===== src/rtl/grp_decoder_pkg.sv =====
package grp_decoder_pkg;

  typedef enum logic [1:0] {
    CLS_CTRL = 2'd0,
    CLS_ONE  = 2'd1,
    CLS_TWO  = 2'd2,
    CLS_ADDR = 2'd3
  } opClass_e;

  typedef enum logic [2:0] {
    ST_IDLE,
    ST_RDLO,
    ST_GETLO,
    ST_GETHI,
    ST_FIN
  } seqState_e;

  typedef struct packed {
    logic capture;
    logic rdLo;
    logic rdHi;
    logic takeLo;
    logic takeHi;
  } dpStrobe_t;

endpackage


===== src/rtl/grp_decoder_ctrl.sv =====
module grp_decoder_ctrl
  import grp_decoder_pkg::*;
(
  input  logic      clk,
  input  logic      rstN,
  input  logic      start,
  input  logic [1:0] newClass,
  input  logic [1:0] heldClass,
  output dpStrobe_t strobe,
  output logic      busy,
  output logic      done
);

  seqState_e state, nextState;

  always_comb begin
    strobe    = '0;
    nextState = state;
    case (state)
      ST_IDLE: if (start) begin
        strobe.capture = 1'b1;
        nextState = newClass[1] ? ST_RDLO : ST_FIN;
      end
      ST_RDLO: begin
        strobe.rdLo = 1'b1;
        nextState   = ST_GETLO;
      end
      ST_GETLO: begin
        strobe.takeLo = 1'b1;
        if (heldClass == CLS_ADDR) begin
          strobe.rdHi = 1'b1;
          nextState   = ST_GETHI;
        end else begin
          nextState = ST_FIN;
        end
      end
      ST_GETHI: begin
        strobe.takeHi = 1'b1;
        nextState     = ST_FIN;
      end
      default: nextState = ST_IDLE;
    endcase
  end

  always_ff @(posedge clk) begin
    if (!rstN) state <= ST_IDLE;
    else       state <= nextState;
  end

  assign busy = (state != ST_IDLE);
  assign done = (state == ST_FIN);

  p_done_single_r10: assert property (@(posedge clk) disable iff (!rstN)
    done |=> !done);

  p_busy_after_accept_r10: assert property (@(posedge clk) disable iff (!rstN)
    (!busy && start) |=> busy);

endmodule


===== src/rtl/grp_decoder_dpath.sv =====
module grp_decoder_dpath
  import grp_decoder_pkg::*;
#(
  parameter int DATA_W = 8,
  localparam int ADDR_W = 2 * DATA_W,
  localparam int OPC_W  = DATA_W - 4
)(
  input  logic              clk,
  input  logic              rstN,
  input  dpStrobe_t         strobe,
  input  logic [DATA_W-1:0] instr,
  input  logic              idxMode,
  input  logic [ADDR_W-1:0] stackBase,
  input  logic [DATA_W-1:0] accVal,
  input  logic [ADDR_W-1:0] idxVal,
  input  logic [DATA_W-1:0] spVal,
  input  logic [DATA_W-1:0] posVal,
  input  logic [DATA_W-1:0] memData,
  output logic              memRd,
  output logic [ADDR_W-1:0] memAddr,
  output logic [1:0]        group,
  output logic [1:0]        regSel,
  output logic [OPC_W-1:0]  opcode,
  output logic [DATA_W-1:0] opA,
  output logic [DATA_W-1:0] opB,
  output logic [ADDR_W-1:0] effAddr
);

  logic [ADDR_W-1:0] baseQ, idxQ;
  logic [DATA_W-1:0] loQ, regPick;
  logic              idxModeQ;
  logic [1:0]        newClass;

  assign newClass = instr[DATA_W-1 -: 2];

  always_comb begin
    case (instr[DATA_W-3 -: 2])
      2'd0:    regPick = accVal;
      2'd1:    regPick = idxVal[DATA_W-1:0];
      2'd2:    regPick = spVal;
      default: regPick = posVal;
    endcase
  end

  always_ff @(posedge clk) begin
    if (!rstN) begin
      group <= '0; regSel <= '0; opcode <= '0;
      opA <= '0; opB <= '0; effAddr <= '0;
      baseQ <= '0; idxQ <= '0; loQ <= '0; idxModeQ <= 1'b0;
    end else begin
      if (strobe.capture) begin
        group    <= newClass;
        regSel   <= instr[DATA_W-3 -: 2];
        opcode   <= instr[OPC_W-1:0];
        baseQ    <= stackBase;
        idxQ     <= idxVal;
        idxModeQ <= idxMode;
        opB      <= '0;
        effAddr  <= '0;
        case (newClass)
          CLS_ONE: opA <= accVal;
          CLS_TWO: opA <= regPick;
          default: opA <= '0;
        endcase
      end
      if (strobe.takeLo) begin
        if (group == CLS_TWO) opB <= memData;
        else                  loQ <= memData;
      end
      if (strobe.takeHi)
        effAddr <= {memData, loQ} + (idxModeQ ? idxQ : '0);
    end
  end

  assign memRd   = strobe.rdLo | strobe.rdHi;
  assign memAddr = strobe.rdHi ? baseQ + 1'b1 : baseQ;

  p_mem_only_wide_r8: assert property (@(posedge clk) disable iff (!rstN)
    memRd |-> group[1]);

  p_hi_after_lo_r6: assert property (@(posedge clk) disable iff (!rstN)
    strobe.rdHi |-> $past(strobe.rdLo));

endmodule


===== src/rtl/grp_decoder.sv =====
module grp_decoder
  import grp_decoder_pkg::*;
#(
  parameter int DATA_W = 8,
  localparam int ADDR_W = 2 * DATA_W,
  localparam int OPC_W  = DATA_W - 4
)(
  input  logic              clk,
  input  logic              rstN,
  input  logic              start,
  input  logic [DATA_W-1:0] instr,
  input  logic              idxMode,
  input  logic [ADDR_W-1:0] stackBase,
  input  logic [DATA_W-1:0] accVal,
  input  logic [ADDR_W-1:0] idxVal,
  input  logic [DATA_W-1:0] spVal,
  input  logic [DATA_W-1:0] posVal,
  output logic              memRd,
  output logic [ADDR_W-1:0] memAddr,
  input  logic [DATA_W-1:0] memData,
  output logic              busy,
  output logic              done,
  output logic [1:0]        group,
  output logic [1:0]        regSel,
  output logic [OPC_W-1:0]  opcode,
  output logic [DATA_W-1:0] opA,
  output logic [DATA_W-1:0] opB,
  output logic [ADDR_W-1:0] effAddr
);

  dpStrobe_t strobe;

  grp_decoder_ctrl ctrl_i (
    .clk(clk), .rstN(rstN), .start(start),
    .newClass(instr[DATA_W-1 -: 2]), .heldClass(group),
    .strobe(strobe), .busy(busy), .done(done)
  );

  grp_decoder_dpath #(.DATA_W(DATA_W)) dpath_i (
    .clk(clk), .rstN(rstN), .strobe(strobe), .instr(instr),
    .idxMode(idxMode), .stackBase(stackBase), .accVal(accVal),
    .idxVal(idxVal), .spVal(spVal), .posVal(posVal), .memData(memData),
    .memRd(memRd), .memAddr(memAddr), .group(group), .regSel(regSel),
    .opcode(opcode), .opA(opA), .opB(opB), .effAddr(effAddr)
  );

  p_fields_stable_r9: assert property (@(posedge clk) disable iff (!rstN)
    busy |=> ($stable(group) && $stable(regSel) && $stable(opcode)));

endmodule


===== config.mk =====
export PLATFORM = sky130hd
export DESIGN_NAME = grp_decoder
export DESIGN_NICKNAME = d
export VERILOG_FILES = /design/src/rtl/grp_decoder_pkg.sv /design/src/rtl/grp_decoder_ctrl.sv /design/src/rtl/grp_decoder_dpath.sv /design/src/rtl/grp_decoder.sv
export SDC_FILE = /design/constraint.sdc
export NUM_CORES = 1
export LEC_CHECK = 0
export ABC_AREA = 1
export BUFFER_PORTS_ARGS = -buffer_cell sky130_fd_sc_hd__buf_2
export CORE_MARGIN = 2
export CORE_UTILIZATION = 55
export DETAILED_ROUTE_END_ITERATION = 10
export PLACE_DENSITY = 0.84
export SLEW_MARGIN = 0
export SYNTH_ARGS = -nofsm -noshare
export SYNTH_HDL_FRONTEND = slang
export SYNTH_HIERARCHICAL = 1
export SYNTH_SLANG_ARGS = --single-unit

===== constraint.sdc =====
create_clock -name clk -period 2.8 [get_ports clk]
set_input_delay 0.28 -clock clk [delete_from_list [all_inputs] [get_ports clk]]
set_output_delay 0.28 -clock clk [all_outputs]
set_load 0.01 [all_outputs]

==> run summary <==
status -> complete, no violations
post-layout minimum cycle time -> 2.55 ns
top sig layer -> met4
FMAX -> 0.393 GHz
post-synthesis sequential area ratio -> 35.6%
CTS Root Cell -> clkbuf_8
Worst IR Drop VDD -> 0.280 mV
worst rel slew slack -> 47.0%
Ys Warns -> 6
setup TNS -> 0 ns
Crit path top cell by count -> nor2_4
drt drc -> 0
die height -> 96.6 um
critical path's largest stage delay -> 0.36 ns
GPL Wtd Cong -> 0.909
DR vias/cell -> 5.29
WL/cell -> 13.2 um
register bit count reported by yosys -> 84
Initial Utilization -> 57.1%
met3 WL -> 898 um
net load switching power -> 814 uW
final wirelength -> 12.7 mm
Setup CP Type -> register to output port
hold depth -> 3
endpoints failing setup -> 0
Reg2Reg Setup Slack -> 0.51 ns
CTS tree -> yes
number of max-cap violations -> 0
CTS max path bufs -> 2
WP data arrival -> 2.27 ns
Layout area overhead -> 20.4%
Sw Share -> 29.3%
final period utilization -> 91.0%
Startpoint Class -> register
Gate power share -> 18.4%
largest net degree at the start of global routing -> 60
GR Overflow Total -> 0
worst reg2reg path depth -> 13
Buf+Inv Stages, Crit Path -> 2
htree depth -> 3
crit-path max FO -> 12
worst skew pair latency -> 0.35 ns
Rows -> 33
Final Hold Fails -> 0
first-pass GRT wire length -> 21.2 mm
Max Slew Vio Count -> 0
fin nets -> 948
PwrDens -> 489 mW/mm^2
Pre-antenna DRT Iters -> 5
Pint -> 1960 uW
RSZ-0062 raised after global routing -> false
clock network power share -> 33.8%
Netlist cell types -> 34
Pwr Total -> 2780 uW
Syn Area/Cell -> 6.49 um^2
Inserted Clock Buffers -> 9
Worst Setup End Kind -> output port
hold path startpoint -> stackBase[14]
Worst-Margin Slew -> 0.794 ns
Ports -> 135
CP Cell Sequence -> inv_1, nand3_1, nor2_4, nand2_4, nor2_4, nand2_2, nor2_4, nand2_4, nor2_4, nand2_1, xor2_1, buf_2
Reg-to-Reg Start -> dpath_i/idxModeQ
Worst-path clk slew -> 0.09 ns
Iteration-0 DRC Markers -> 287
final design utilization -> 68.8%
HP Class -> input port to register
dpl hpwl -> 9.53 mm
cell family with most CP delay -> simple AND/OR/NAND/NOR gates
I/O Buffers -> 134
GRT Util Overall -> 26.8%
Crit-path slowest cell -> dfxtp_1
portion of total power attributed to sequential cells -> 47.8%
DIE AREA -> 0.00933 mm^2
vias in the first global route -> 4803
RR Endpoint -> dpath_i/effAddr[12]
cells after synthesis -> 727
Mapped Area -> 0.00472 mm^2
clock sink count -> 84
post-CTS setup buffers -> 0
Critical Path RT -> 2.52 ns
DRT met1 WL -> 5.44 mm
Min-Delay Endpoint -> dpath_i/baseQ[14]
skew final -> 0.0153 ns
wire length on met2 -> 6.06 mm
DR vias -> 5096
syn_nets -> 822
post-route ant nets -> 0
Core ar. -> 0.00826 mm^2
Leakage -> 0.00303 uW
initial antenna violation count -> 1
Die W -> 96.6 um
share of cells above drive strength 1 -> 20.7%
final cells by class:
type / count / area (um^2)
clock buffers: 12 / 135
multi-input cells: 527 / 2600
well taps: 105 / 131
inverters: 91 / 342
clock inverters: 4 / 73.8
repair buffers: 140 / 716
flip-flops and latches: 84 / 1680
fillers: 729 / 2580
diodes: 1 / 2.50
logic make-up after synthesis:
group                      synth area share [%]
and+or+nand+nor                            32.1
AOI/OAI and AO/OA                          14.7
buffers and inverters                      9.42
DFF                                        35.6
adders and majority gates                  5.20
xor gates and xnor gates                   2.60
muxes                                     0.239
power by group through the flow:
stage | logic [uW] | clock network [uW] | registers [uW]
global route | 572 | 999 | 1340
floorplan | 319 | 0 | 1340
global placement | 489 | 0 | 1350
finish | 510 | 940 | 1330
CTS | 505 | 953 | 1330
detailed placement | 502 | 0 | 1350
sequential cells by signal (all words and copies together), names as in the netlist:
signal            count
dpath_i/group         2
dpath_i/idxModeQ      1
dpath_i/loQ           8
dpath_i/baseQ        16
dpath_i/effAddr      16
dpath_i/opB           8
dpath_i/idxQ         16
dpath_i/regSel        2
dpath_i/opA           8
dpath_i/opcode        4
ctrl_i/state          3
worst min-delay path, stage by stage:
cell and delay, ns:
buf_2 0.08, nor2_1 0.03, nor2_1 0.08
cell usage after synthesis:
master      n  share of area (%)
a21boi_0    4               0.64
a21oi_1    60                6.4
and2_1      1               0.13
buf_1       1              0.079
buf_2       1               0.11
buf_6       1               0.24
clkbuf_1   22                1.8
clkinv_1    1              0.079
dfxtp_1    84                 36
fa_1        1               0.42
ha_1       18                4.8
inv_1      86                6.8
inv_2       4               0.32
mux2_2      1               0.24
nand2_1   184                 15
nand2_2     2               0.27
nand2_4     2               0.48
nand3_1    39                4.1
nand3b_1    2               0.32
nand4_1     5               0.66
nand4_2     2               0.53
nor2_1     95                7.6
nor2_2      7               0.93
nor2_4      3               0.72
nor3_1      7               0.74
nor3_2      1               0.21
nor3b_1     1               0.16
o21ai_0    63                6.7
o21ai_1    10                1.1
or2_0       2               0.27
or2_1       1               0.13
or2_2       2               0.27
xnor2_1     1               0.19
xor2_1     13                2.4
timing repair:
item                       CTS  global route
gates resized for setup      0             1
hold endpoints to repair     0             0
hold buffers                 0             0
setup endpoints to repair    0             4
how the worst max path moves through the flow:
stage	start	endpoint	slack (ns)	cells past startpoint
after detailed placement	ctrl_i/state[2]	memAddr[11]	0.47	12
after CTS	ctrl_i/state[0]	memAddr[11]	0.09	12
final	ctrl_i/state[0]	memAddr[11]	0.25	12
after global routing	ctrl_i/state[0]	memAddr[12]	0.09	10
after global placement	dpath_i/idxModeQ	dpath_i/effAddr[12]	0.65	13
after floorplan	dpath_i/idxModeQ	dpath_i/effAddr[13]	0.89	14
metrics by stage:
step | std cells | hold slack, ns | instance area, um^2 | worst slack [ns]
3_5_place_dp | 947 | 0.452 | 5460 | 0.466
5_1_grt | 964 | 0.147 | 5680 | 0.0882
6_report | 964 | 0.151 | 5680 | 0.253
3_3_place_gp | 947 | 0.449 | 5460 | 0.648
2_1_floorplan | 727 | 0.407 | 4720 | 0.886
4_1_cts | 963 | 0.142 | 5670 | 0.0942
layout by cell type, fill, tap and decap left out, drive strengths merged, types with 2 or more instances in the layout:
master  netlist  final
buf           3    140
bufinv        0      2
or2           5      5
nand3b        2      2
nor2        105    105
nand2       188    188
inv          90     90
ha           18     18
a21oi        60     60
o21ai        73     73
clkbuf       22     12
clkinv        1      3
xor2         13     13
nor3          8      8
nand3        39     39
dfxtp        84     84
a21boi        4      4
nand4         7      7
per-layer routing:
layer	vias up	global-route usage [%]
met2	213	45.9
met4	0	11.8
met3	27	4.34
met5	-	0
met1	2297	33.3
li1	2559	-
No activity file was read; power rests on OpenSTA's default activity.
